[src/rtl/yq_pkg.sv]
package yq_pkg;

    typedef enum logic [0:0] {
        ST_IDLE = 1'b0,
        ST_WAIT = 1'b1
    } yq_state_t;

    typedef enum logic [2:0] {
        DK_FREE,
        DK_RESCHED,
        DK_POLL,
        DK_WAIT,
        DK_RSVD
    } yq_kind_t;

    localparam logic [2:0] CAUSE_UNDERFLOW = 3'd0;
    localparam logic [2:0] CAUSE_BADQUAL   = 3'd2;
    localparam logic [2:0] CAUSE_SCHED     = 3'd4;

endpackage

[src/rtl/yq_decode.sv]
module yq_decode
    import yq_pkg::*;
#(
    parameter int QW = 31
) (
    input  logic [QW:0]   desc,
    input  logic [QW-1:0] mask,
    output yq_kind_t      kind,
    output logic          bad_qual
);
    localparam logic [QW:0] ALL_ONES  = '1;
    localparam logic [QW:0] MINUS_TWO = {{QW{1'b1}}, 1'b0};

    always_comb begin
        if (desc == '0) begin
            kind = DK_FREE;
        end else if (desc == ALL_ONES) begin
            kind = DK_RESCHED;
        end else if (desc == MINUS_TWO) begin
            kind = DK_POLL;
        end else if (!desc[QW]) begin
            kind = DK_WAIT;
        end else begin
            kind = DK_RSVD;
        end
    end

    // Any requested qualifier bit that the mask does not enable
    assign bad_qual = |(desc[QW-1:0] & ~mask);

endmodule

[src/rtl/yq_peer_scan.sv]
module yq_peer_scan #(
    parameter int NCTX = 4,
    parameter int CW   = (NCTX > 1) ? $clog2(NCTX) : 1
) (
    input  logic [NCTX-1:0] bound,
    input  logic [NCTX-1:0] alloc,
    input  logic [NCTX-1:0] halted,
    input  logic [NCTX-1:0] active,
    input  logic [CW-1:0]   self_idx,
    output logic            peer_ok
);
    logic [NCTX-1:0] elig;

    for (genvar t = 0; t < NCTX; t++) begin : g_ctx
        assign elig[t] = bound[t] & alloc[t] & ~halted[t] & active[t]
                       & (self_idx != CW'(t));
    end

    assign peer_ok = |elig;

endmodule

[src/rtl/yield_qual_unit.sv]
module yield_qual_unit
    import yq_pkg::*;
#(
    parameter int QW   = 31,
    parameter int NCTX = 4,
    localparam int DW  = QW + 1,
    localparam int CW  = (NCTX > 1) ? $clog2(NCTX) : 1
) (
    input  logic            clk,
    input  logic            rst_n,
    input  logic            req_valid,
    input  logic [DW-1:0]   req_desc,
    input  logic [4:0]      req_rs,
    input  logic [QW-1:0]   qual_in,
    input  logic [QW-1:0]   qual_mask,
    input  logic            sched_trap_en,
    input  logic            thread_debug,
    input  logic [NCTX-1:0] ctx_bound,
    input  logic [NCTX-1:0] ctx_alloc,
    input  logic [NCTX-1:0] ctx_halted,
    input  logic [NCTX-1:0] ctx_active,
    input  logic [CW-1:0]   self_ctx,
    output logic            blocked,
    output logic            resume,
    output logic            rsp_valid,
    output logic            rsp_dealloc,
    output logic            rsp_resched,
    output logic            rsp_exc,
    output logic [2:0]      rsp_cause,
    output logic            rsp_rsvd,
    output logic            wb_en,
    output logic [4:0]      wb_idx,
    output logic [DW-1:0]   wb_data
);
    yq_state_t      state_q, state_d;
    yq_kind_t       kind;
    logic           bad_qual;
    logic           peer_ok;
    logic [QW-1:0]  wait_desc_q;
    logic [4:0]     wait_rs_q;

    logic           accept, trap, match;
    logic           o_rsp, o_dealloc, o_resched, o_exc, o_rsvd, o_wb, o_resume;
    logic           go_wait;
    logic [2:0]     o_cause;
    logic [4:0]     o_idx;

    yq_decode #(.QW(QW)) u_decode (
        .desc     (req_desc),
        .mask     (qual_mask),
        .kind     (kind),
        .bad_qual (bad_qual)
    );

    yq_peer_scan #(.NCTX(NCTX), .CW(CW)) u_peers (
        .bound    (ctx_bound),
        .alloc    (ctx_alloc),
        .halted   (ctx_halted),
        .active   (ctx_active),
        .self_idx (self_ctx),
        .peer_ok  (peer_ok)
    );

    assign accept = (state_q == ST_IDLE) && req_valid;
    assign trap   = sched_trap_en & thread_debug;
    assign match  = |(wait_desc_q & qual_mask & qual_in);

    // Outcome of the current cycle
    always_comb begin
        o_rsp     = 1'b0;
        o_dealloc = 1'b0;
        o_resched = 1'b0;
        o_exc     = 1'b0;
        o_cause   = CAUSE_UNDERFLOW;
        o_rsvd    = 1'b0;
        o_wb      = 1'b0;
        o_resume  = 1'b0;
        o_idx     = req_rs;
        go_wait   = 1'b0;
        if (accept) begin
            o_rsp = 1'b1;
            unique case (kind)
                DK_FREE: begin
                    if (!peer_ok) begin
                        o_exc   = 1'b1;
                        o_cause = CAUSE_UNDERFLOW;
                    end else if (trap) begin
                        o_exc   = 1'b1;
                        o_cause = CAUSE_SCHED;
                    end else begin
                        o_dealloc = 1'b1;
                        o_resched = 1'b1;
                        o_wb      = 1'b1;
                    end
                end
                DK_RESCHED: begin
                    if (trap) begin
                        o_exc   = 1'b1;
                        o_cause = CAUSE_SCHED;
                    end else begin
                        o_resched = 1'b1;
                        o_wb      = 1'b1;
                    end
                end
                DK_POLL: begin
                    o_wb = 1'b1;
                end
                DK_WAIT: begin
                    if (bad_qual) begin
                        o_exc   = 1'b1;
                        o_cause = CAUSE_BADQUAL;
                    end else if (trap) begin
                        o_exc   = 1'b1;
                        o_cause = CAUSE_SCHED;
                    end else begin
                        o_resched = 1'b1;
                        go_wait   = 1'b1;
                    end
                end
                DK_RSVD: begin
                    o_rsvd = 1'b1;
                end
            endcase
        end else if (state_q == ST_WAIT && match) begin
            o_resume = 1'b1;
            o_wb     = 1'b1;
            o_idx    = wait_rs_q;
        end
    end

    // Next state: complete / block / hold / release
    always_comb begin
        state_d = state_q;
        unique case (state_q)
            ST_IDLE: state_d = go_wait ? ST_WAIT : ST_IDLE;
            ST_WAIT: state_d = match ? ST_IDLE : ST_WAIT;
        endcase
    end

    // State register and wait context
    always_ff @(posedge clk or negedge rst_n) begin
        if (!rst_n) begin
            state_q     <= ST_IDLE;
            wait_desc_q <= '0;
            wait_rs_q   <= '0;
        end else begin
            state_q <= state_d;
            if (go_wait) begin
                wait_desc_q <= req_desc[QW-1:0];
                wait_rs_q   <= req_rs;
            end
        end
    end

    // Registered outputs
    always_ff @(posedge clk or negedge rst_n) begin
        if (!rst_n) begin
            rsp_valid   <= 1'b0;
            rsp_dealloc <= 1'b0;
            rsp_resched <= 1'b0;
            rsp_exc     <= 1'b0;
            rsp_cause   <= '0;
            rsp_rsvd    <= 1'b0;
            resume      <= 1'b0;
            wb_en       <= 1'b0;
            wb_idx      <= '0;
            wb_data     <= '0;
        end else begin
            rsp_valid   <= o_rsp;
            rsp_dealloc <= o_dealloc;
            rsp_resched <= o_resched;
            rsp_exc     <= o_exc;
            rsp_cause   <= o_exc ? o_cause : 3'd0;
            rsp_rsvd    <= o_rsvd;
            resume      <= o_resume;
            wb_en       <= o_wb && (o_idx != 5'd0);
            wb_idx      <= o_idx;
            wb_data     <= {1'b0, qual_in & qual_mask};
        end
    end

    assign blocked = (state_q == ST_WAIT);

endmodule

[config.mk]
export PLATFORM = sky130hd
export DESIGN_NAME = yield_qual_unit
export DESIGN_NICKNAME = d
export VERILOG_FILES = /design/src/rtl/yq_pkg.sv /design/src/rtl/yq_decode.sv /design/src/rtl/yq_peer_scan.sv /design/src/rtl/yield_qual_unit.sv
export SDC_FILE = /design/constraint.sdc
export NUM_CORES = 1
export LEC_CHECK = 0
export BUFFER_PORTS_ARGS = -buffer_cell sky130_fd_sc_hd__buf_2
export CELL_PAD_IN_SITES_DETAIL_PLACEMENT = 1
export CELL_PAD_IN_SITES_GLOBAL_PLACEMENT = 1
export CORE_UTILIZATION = 32
export CTS_CLUSTER_DIAMETER = 40
export CTS_CLUSTER_SIZE = 40
export DETAILED_ROUTE_END_ITERATION = 12
export PLACE_DENSITY = 0.79
export SETUP_SLACK_MARGIN = 0.4
export SYNTH_ARGS = -nofsm -noshare
export SYNTH_HDL_FRONTEND = slang
export SYNTH_SLANG_ARGS = --single-unit
[constraint.sdc]
create_clock -name clk -period 1.8 [get_ports clk]
set_input_delay 0.18 -clock clk [delete_from_list [all_inputs] [get_ports clk]]
set_output_delay 0.18 -clock clk [all_outputs]
set_load 0.05 [all_outputs]
==> metrics.yaml, run 1 <==
cts_buffers: 9
fp-row-count: 39
critPathRequiredTime_ps: 2020
ys_ff_latch: 82
reg2regPathDepth: 6
grt_pass1_wl_mm: 22.5
stdcell_count: 710
rrSetupSlack_ps: 0
drv_slew: 0
antenna_left: 0
finClkSkew_ps: 7.64
finalPower_mw: 4.47
worst-path-max-fanout: 4
ys_types: 35
core_um2: 11400
hp-class: "in -> reg"
grt_max_degree: 44
vdd_ir_drop_max_mv: 0.433
synthAdderAreaFrac_pct: 0
slew_headroom_pct: 50.5
wl_per_cell_um: 21.6
endpoint: "wait_desc_q[26]"
fin_nets: 683
firstDrtPassIters: 5
violations: "negative setup slack"
synthArstFlopShare_pct: 100
synth_compound_area_share_pct: 5.33
synthSimpleGateAreaFrac_pct: 19.5
grt_pass1_vias: 4085
portBuffers: 167
met2_length_mm: 7.76
seqCellArea_um2: 2050
syn_inst: 309
dieHeight_um: 110
fill_cells: 1277
dp_cells: 679
routed-via-count: 3693
area_growth_pct: 62.7
wl_met1_mm: 5.93
routabilityCongestion: 0.803
period_share_pct: 100
reg2reg_to: "wait_desc_q[26]"
arrival_ps: 2020
dp_slack_ps: -455
rsz0062_at_grt: "yes"
finalInstanceArea_um2: 6110
leakage_nw: 3.12
hpwl_mm: 10.8
max_cap_violations: 0
wirelength_mm: 15.4
synth_enable_flop_cells: 0
critPathLaunchType: "input pin"
multi_input_area_um2: 1870
worstSetupStartpoint: "req_desc[10]"
fin_crit_ps: 1810
highest_layer: "met4"
grt_util_all_layers_pct: 25.7
hold_start: "qual_in[17]"
p_per_area_nw_per_um2: 731
layout_setup_ws_ps: -5.46
drive_gt1_share_pct: 60.6
clk_pin_slew_ps: 70
synth_xor_area_share_pct: 0
synth_top_family_by_area: "simple AND/OR/NAND/NOR gates"
worstMarginPinSlew_ps: 723
crit_path_end_kind: "register"
via_per_inst: 5.20
pin_count: 170
final_common_cell: "buf_2"
synthMuxAreaShare_pct: 15.5
drt_iter0_drc: 157
setup_viol: 2
cts_tree: "built"
cts_root_buf: "clkbuf_16"
ys_seq_area_share_pct: 54.7
dr_wl_met3_mm: 1.07
antenna_found_initial: 1
synth-main-ff-cell: "dfrtp_1"
clkLatencyLatePin_ps: 340
clock.fmax_mhz: 554
overflow: 0
status: "complete, but fails checks"
final_cell_mix: "buf_2, dfrtp_1, buf_4"
cts.sinks: 82
cts_buffer_depth: 2
netlist_area_um2: 3750
cts_max_level: 3
die_w_um: 110
synth_warnings: 0
drc_errors: 0
hold_viol_final: 0
die_area_um2: 12200
start_util_pct: 32.9
syn_avg_cell_area_um2: 12.1
post_dp_cell_area_um2: 5260
regToRegStartpoint: "blocked"
crit_type: "in -> reg"
## power breakdown
part           switching, mW  internal, mW  leakage (nW)
clock                  0.789         0.981         0.133
combinational          0.486         0.305          1.89
sequential            0.0148          1.89          1.09
total                   1.29          3.17          3.12
## worst min-delay path by stage
stage                              to  slack, ps  cells past startpoint
final                     wb_data[17]         70                      2
after global routing      wb_data[17]         80                      2
after CTS                 wb_data[17]         70                      2
after detailed placement  wb_data[13]         50                      1
after global placement    wb_data[13]         50                      1
after floorplan               blocked       -120                      0
## state kept, by name, indices dropped and copies added, names as in the netlist, 2 cells and up
name / flops
rsp_cause: 2
wait_desc_q: 31
wait_rs_q: 5
wb_data: 31
wb_idx: 5
## Yosys cell counts (all sizes together), types with 2 or more instances
| master | n | area share (%) |
|---|---|---|
| inv | 27 | 2.7 |
| and3 | 3 | 0.50 |
| buf | 6 | 2.2 |
| and2 | 31 | 5.2 |
| nand4b | 2 | 0.47 |
| mux2 | 41 | 15 |
| o22ai | 12 | 2.0 |
| o2111ai | 2 | 0.47 |
| nor4 | 13 | 2.2 |
| nor3 | 4 | 0.53 |
| dfrtp | 82 | 55 |
| a31oi | 2 | 0.33 |
| nand2 | 4 | 0.40 |
| or4 | 2 | 0.40 |
| nand4 | 17 | 2.8 |
| nor2 | 5 | 0.50 |
| nand2b | 8 | 1.3 |
| o211a | 2 | 0.53 |
| o21ai | 4 | 0.53 |
| nand3 | 29 | 3.9 |
| and4b | 2 | 0.53 |
| a2111oi | 2 | 0.63 |
## logic make-up (layout without fill, tap and decap cells)
logic type	count (synthesis)	in the layout
buffers and inverters	33	289
flip-flops	82	82
multiplexers	42	42
other	1	3
AND/OR/NAND/NOR	123	123
AO/OA/AOI/OAI	28	28
## area by class of cell
class	instances	share of cell area, %
Clock buffer	11	3.97
Sequential cell	82	33.6
Inverter	27	1.78
Clock inverter	5	0.615
Timing Repair Buffer	246	26.4
Tap cell	143	2.93
Antenna cell	1	0.0410
Multi-Input combinational cell	195	30.6
## stage by stage
step	setup TNS [ps]	utilization [%]	hold WS (ps)
after floorplan	-884	-	-116
after global placement	-13300	46.0	46.7
after detailed placement	-15530	46.0	47.7
after CTS	0	51.4	68.7
after global routing	-681	53.5	75.3
final	-10.8	53.5	70.9
## critical path: stages
cell and delay (ps):
buf_2 120, inv_2 50, o22ai_2 80, a2111oi_4 380, nand4_1 220, nor4b_4 330
buf_4 220, buf_16 130, mux2_4 300
## per-layer routing
metal / vias to the layer above / track usage [%]
met5: - / 0
met2: 178 / 44.9
met3: 44 / 5.64
li1: 1623 / -
met1: 1848 / 29.6
met4: 0 / 12.1
## repair_timing
item	4_1_cts	5_1_grt
gates resized for setup	45	45
hold endpoints to repair	54	0
buffers inserted	7	3
gates cloned	2	1
hold buffers	1	0
setup endpoints to repair	50	50
pin swaps	13	11
No activity file was read; power rests on OpenSTA's default activity.
==> run 2: changes to the inputs <==
--- a/config.mk
+++ b/config.mk
@@ -8,11 +8,12 @@
 export BUFFER_PORTS_ARGS = -buffer_cell sky130_fd_sc_hd__buf_2
 export CELL_PAD_IN_SITES_DETAIL_PLACEMENT = 1
 export CELL_PAD_IN_SITES_GLOBAL_PLACEMENT = 1
-export CORE_UTILIZATION = 32
+export CORE_UTILIZATION = 38
 export CTS_CLUSTER_DIAMETER = 40
 export CTS_CLUSTER_SIZE = 40
 export DETAILED_ROUTE_END_ITERATION = 12
-export PLACE_DENSITY = 0.79
+export HOLD_SLACK_MARGIN = 0.1
+export PLACE_DENSITY = 0.88
 export SETUP_SLACK_MARGIN = 0.4
 export SYNTH_ARGS = -nofsm -noshare
 export SYNTH_HDL_FRONTEND = slang
==> constraint.sdc (replaced) <==
create_clock -name clk -period 2.3 [get_ports clk]
set_input_delay 0.23 -clock clk [delete_from_list [all_inputs] [get_ports clk]]
set_output_delay 0.23 -clock clk [all_outputs]
set_load 0.05 [all_outputs]
==> run 2 against run 1 <==
Effect of this change:
- the flow now finishes without violations
- via count down 2.1%
- critical endpoint is now wait_desc_q[18]
- highest routed layer unchanged
- first-iteration DRC count down 8.3%
- routed wire length up 2.9%
- global-route usage up 2.0 points
- sequential share of layout area up 3.4 points
- power down 28%
- register-to-register slack better by 330 ps
- clock skew up 2.5 ps
- non-clock buffer count down 37
==> metrics.yaml, run 2 (synthesis gave the netlist of run 1 again) <==
critPathRequiredTime_ps: 2560
via_per_inst: 5.49
period_share_pct: 86.7
routabilityCongestion: 0.853
grt_util_all_layers_pct: 27.7
dieHeight_um: 101
fp-row-count: 35
max_cap_violations: 0
grt_max_degree: 64
antenna_left: 0
drive_gt1_share_pct: 51.7
antenna_found_initial: 1
status: "complete, no violations"
combPwrFrac_pct: 17.4
wl_per_cell_um: 24.0
drt_iter0_drc: 144
hp-class: "in -> reg"
rsz0062_at_grt: "yes"
dp_slack_ps: 26.8
die_w_um: 101
layout_top_registers: "wait_desc_q x31, wb_data x31"
overflow: 0
final_common_cell: "buf_2"
layout_setup_ws_ps: 305
finClkSkew_ps: 10.1
grt_pass1_vias: 3831
cts_tree: "built"
area_growth_pct: 47.7
clkLatencyLatePin_ps: 380
fill_cells: 1054
drv_slew: 0
p_int_mw: 2.28
cts.sinks: 82
core_um2: 9420
cts_buffer_depth: 2
slew_headroom_pct: 44.7
vdd_ir_drop_max_mv: 0.329
p_clk_share_pct: 36.2
grt_pass1_wl_mm: 20.7
hold_slack_ps: 84.6
worst-path-max-fanout: 8
crit_path_end_kind: "register"
arrival_ps: 2260
wl_met1_mm: 5.80
wirelength_mm: 15.8
dr_wl_met3_mm: 1.15
switching_share_pct: 29.0
sequentialPowerShare_pct: 46.4
drc_errors: 0
pin_count: 170
cts_root_buf: "clkbuf_8"
power_switching_mw: 0.932
clock.fmax_mhz: 501
start_util_pct: 39.9
final_cell_mix: "buf_2, dfrtp_1, mux2_4"
routed-via-count: 3617
highest_layer: "met4"
worstMarginPinSlew_ps: 830
crit_type: "in -> reg"
hpwl_mm: 10.2
fin_tns_setup_ps: 0
fin_crit_ps: 1990
cts_max_level: 3
met2_length_mm: 8.16
p_per_area_nw_per_um2: 579
critPathLaunchType: "input pin"
portBuffers: 167
setup_viol: 0
leakage_nw: 2.86
fin_nets: 646
dp_cells: 616
stdcell_count: 659
firstDrtPassIters: 4
die_area_um2: 10300
cts_buffers: 9
clk_pin_slew_ps: 80
hold_viol_final: 0
==> run 2: changes by cell type in the layout (fill, tap and decap cells not counted), moves of 6 or more <==
cell and delta:
nor4_1 +7, clkbuf_8 +8, nor4_4 -6, buf_4 -41
buf_6 -8, clkbuf_16 -6, dlygate4sd3_1 +11
==> run 2: critical path, cell delays in order <==
cell and delay (ps):
buf_8 110, inv_4 60, o22ai_4 70, nor4_4 290
buf_4 170, nand4_1 190, nor4b_4 450, buf_6 200
clkbuf_16 180, mux2_4 310
==> run 2: power groups by stage <==
stage               Combinational [mW]  Sequential (mW)  Clock [mW]
floorplan                       0.0820             1.65           0
global placement                 0.465             1.51           0
detailed placement               0.481             1.52           0
CTS                              0.501             1.49        1.15
global route                     0.586             1.49        1.23
finish                           0.558             1.49        1.16
==> run 2: timing repair <==
item                                    4_1_cts  5_1_grt
endpoints found under the setup margin       41       43
gates resized for setup                       4       45
pin swaps                                     0       11
hold buffers                                 11        1
hold endpoints to repair                     70        1
cloned                                        0        5
buffers inserted                              2        7
==> run 2: final timing paths <==
check / cells after the start / endpoint / from / slack, ps
worst min register to register: 1 / wait_desc_q[2] / wait_desc_q[2] / 500
worst min-delay path: 2 / wb_data[13] / qual_in[13] / 80
min in group asynchronous: 2 / wb_data[7] / rst_n / 490
max in group asynchronous: 3 / wait_rs_q[1] / rst_n / 1060
worst max register to register: 6 / wait_desc_q[18] / blocked / 330
worst max-delay path: 10 / wait_desc_q[18] / req_desc[21] / 310
==> run 2: stage by stage <==
stage                     area, um^2  power (mW)  util, %
final                           5550        3.21     58.9
after global routing            5540        3.30     58.9
after CTS                       5200        3.14     55.2
after detailed placement        4840        2.00     51.4
after global placement          4840        1.98     51.4
after floorplan                 3770        1.73        -
==> run 2: final cells by class <==
type / count / area (um^2) / area share, %
clock buffers: 10 / 128 / 2.30
clock inverters: 5 / 80.1 / 1.44
inverters: 27 / 109 / 1.96
multi-input cells: 195 / 1680 / 30.3
repair buffers: 209 / 1330 / 23.9
flip-flops and latches: 82 / 2050 / 37.0
diodes: 2 / 5.00 / 0.0903
well taps: 129 / 161 / 2.91
==> run 2: routing by layer <==
layer,global-route usage (%),vias to the layer above
met5,0,-
met4,13.2,0
met3,6.49,56
met2,49.9,215
met1,30.8,1804
li1,-,1542
==> run 3: changes to the inputs <==
--- a/config.mk
+++ b/config.mk
@@ -6,7 +6,7 @@
 export NUM_CORES = 1
 export LEC_CHECK = 0
 export BUFFER_PORTS_ARGS = -buffer_cell sky130_fd_sc_hd__buf_2
-export CELL_PAD_IN_SITES_DETAIL_PLACEMENT = 1
+export CELL_PAD_IN_SITES_DETAIL_PLACEMENT = 0
 export CELL_PAD_IN_SITES_GLOBAL_PLACEMENT = 1
 export CORE_UTILIZATION = 38
 export CTS_CLUSTER_DIAMETER = 40
==> run 3 against run 2 <==
Effect of this change:
- die area is the same
- highest routed layer unchanged
- flip-flop and latch count unchanged
- global-route usage down 5.7 points
- critical endpoint is now wait_desc_q[11]
- largest power group unchanged
- routed wire length fell by 29%
- clock power down 18%
- via count shrank 10%
- non-clock buffer count down 11
- setup slack improved by 150 ps
- largest cell class unchanged
- clock skew is 2.0 ps lower
- fmax grew 8.0%
- design area decreased by 4.6%
==> metrics.yaml, run 3 (synthesis gave the netlist of run 1 again) <==
status: "complete, no violations"
hold_start: "qual_in[23]"
dieHeight_um: 101
antenna_left: 0
arrival_ps: 2090
drive_gt1_share_pct: 47.3
critPathLaunchType: "register"
crit_type: "reg -> reg"
die_area_um2: 10300
reg2reg_to: "wait_desc_q[11]"
routabilityCongestion: 0.853
hpwl_mm: 8.64
clock.fmax_mhz: 542
holdPathEnd: "wb_data[23]"
worstSetupStartpoint: "blocked"
seqCellArea_um2: 2050
whs_path_depth: 2
routed-via-count: 3246
grt_max_degree: 64
multi_input_area_um2: 1610
stdcell_count: 647
slowest_delay_ps: 440
antenna_found_initial: 0
rrSetupSlack_ps: 450
grt_util_all_layers_pct: 21.9
hp-class: "in -> reg"
fp-row-count: 35
fin_crit_ps: 1850
overflow: 0
drc_errors: 0
final_common_cell: "buf_2"
reg2regPathDepth: 6
cts_root_buf: "clkbuf_8"
wirelength_mm: 11.2
final_cell_mix: "buf_2, dfrtp_1, and2_1"
worst-path-max-fanout: 8
period_share_pct: 80.3
hold_viol_final: 0
dp_cells: 616
worstMarginPinSlew_ps: 805
via_per_inst: 5.02
cp_cell_sequence: "nand2b_4, a21oi_4, nor4b_4, buf_6, clkbuf_16, mux2_4"
grt_pass1_vias: 3316
finClkSkew_ps: 8.11
cts_tree: "built"
regToRegStartpoint: "blocked"
antennaDiodeCount: 0
cpMaxStageDelayCell: "dfrtp_2"
cts.sinks: 82
p_per_area_nw_per_um2: 553
start_util_pct: 39.9
layout_top_registers: "wait_desc_q x31, wb_data x31"
clkLatencyLatePin_ps: 360
fin_nets: 635
core_um2: 9420
cts_buffer_depth: 2
setup_viol: 0
cts_max_level: 3
cts_buffers: 9
path_buf_inv: 2
critPathRequiredTime_ps: 2550
max_cap_violations: 0
area_growth_pct: 40.9
path_delay_family: "flip-flops"
wl_per_cell_um: 17.3
rsz0062_at_grt: "yes"
pin_count: 170
drv_slew: 0
portBuffers: 167
drt_iter0_drc: 135
die_w_um: 101
leakage_nw: 2.76
fill_cells: 860
grt_pass1_wl_mm: 16.6
clk_pin_slew_ps: 80
crit_path_end_kind: "register"
final_util_pct: 56.2
fin_tns_setup_ps: 0
vdd_ir_drop_max_mv: 0.243
slew_headroom_pct: 46.3
firstDrtPassIters: 4
run 3: cell count changes in the layout (fill, tap and decap cells not counted), moves of 3 or more:
cell	previous run	this run
inv_4	3	0
inv_1	19	25
mux2_4	37	29
mux2_1	4	12
inv_2	5	2
buf_4	24	15
buf_2	160	164
run 3: through the flow:
stage / hold slack [ps] / setup WS (ps) / total power, mW / area, um^2
after floorplan: -65.6 / 435 / 1.73 / 3770
after global placement: 361 / 79.9 / 1.98 / 4840
after detailed placement: 374 / 10.6 / 1.98 / 4840
after CTS: 100 / 409 / 2.94 / 5110
after global routing: 101 / 387 / 3.05 / 5290
final: 102 / 453 / 2.92 / 5290
run 3: worst register-to-register path, delay by kind of cell (launching register included):
| family | cells | cell delay, ps |
|---|---|---|
| flip-flops | 1 | 440 |
| AND/OR/NAND/NOR | 2 | 420 |
| AO/OA/AOI/OAI | 1 | 180 |
| buffers and inverters | 2 | 400 |
| multiplexers | 1 | 300 |
run 3: power breakdown:
part           leakage [nW]  switching (mW)  internal, mW  total, mW
clock network        0.0786           0.525         0.421      0.946
registers              1.09         0.00939          1.48       1.49
logic                  1.59           0.318         0.176      0.493
total                  2.76           0.852          2.07       2.92
run 3: how the worst max path moves through the flow:
stage	endpoint	slack (ps)	depth (start not counted)
6_report	wait_desc_q[11]	450	6
5_1_grt	wait_desc_q[0]	390	10
4_1_cts	wait_rs_q[3]	410	6
3_5_place_dp	wait_rs_q[3]	10	9
3_3_place_gp	wait_rs_q[1]	80	9
2_1_floorplan	wait_desc_q[10]	430	8
run 3: what timing repair did:
item,4_1_cts,5_1_grt
cloned,0,4
endpoints found under the setup margin,11,42
hold endpoints to repair,69,1
resized for setup,1,15
setup buffers,1,0
hold buffers,9,1
pin swaps,0,3
run 3: layer usage:
metal	share of wire [%]	GRT usage, %	up-vias	routed length (um)
met1	41	26.6	1575	4540
met2	50	37.5	135	5600
met5	0	0	-	0
li1	-	-	1519	-
met3	7.8	6.28	17	872
met4	1.7	7.58	0	193
run 3: area by class of cell:
| cell class | count | area share (%) |
|---|---|---|
| clock buffers | 12 | 2.74 |
| clock inverters | 4 | 0.520 |
| inverters | 27 | 1.92 |
| multi-input cells | 195 | 30.4 |
| flip-flops and latches | 82 | 38.8 |
| well taps | 129 | 3.05 |
| repair buffers | 198 | 22.6 |
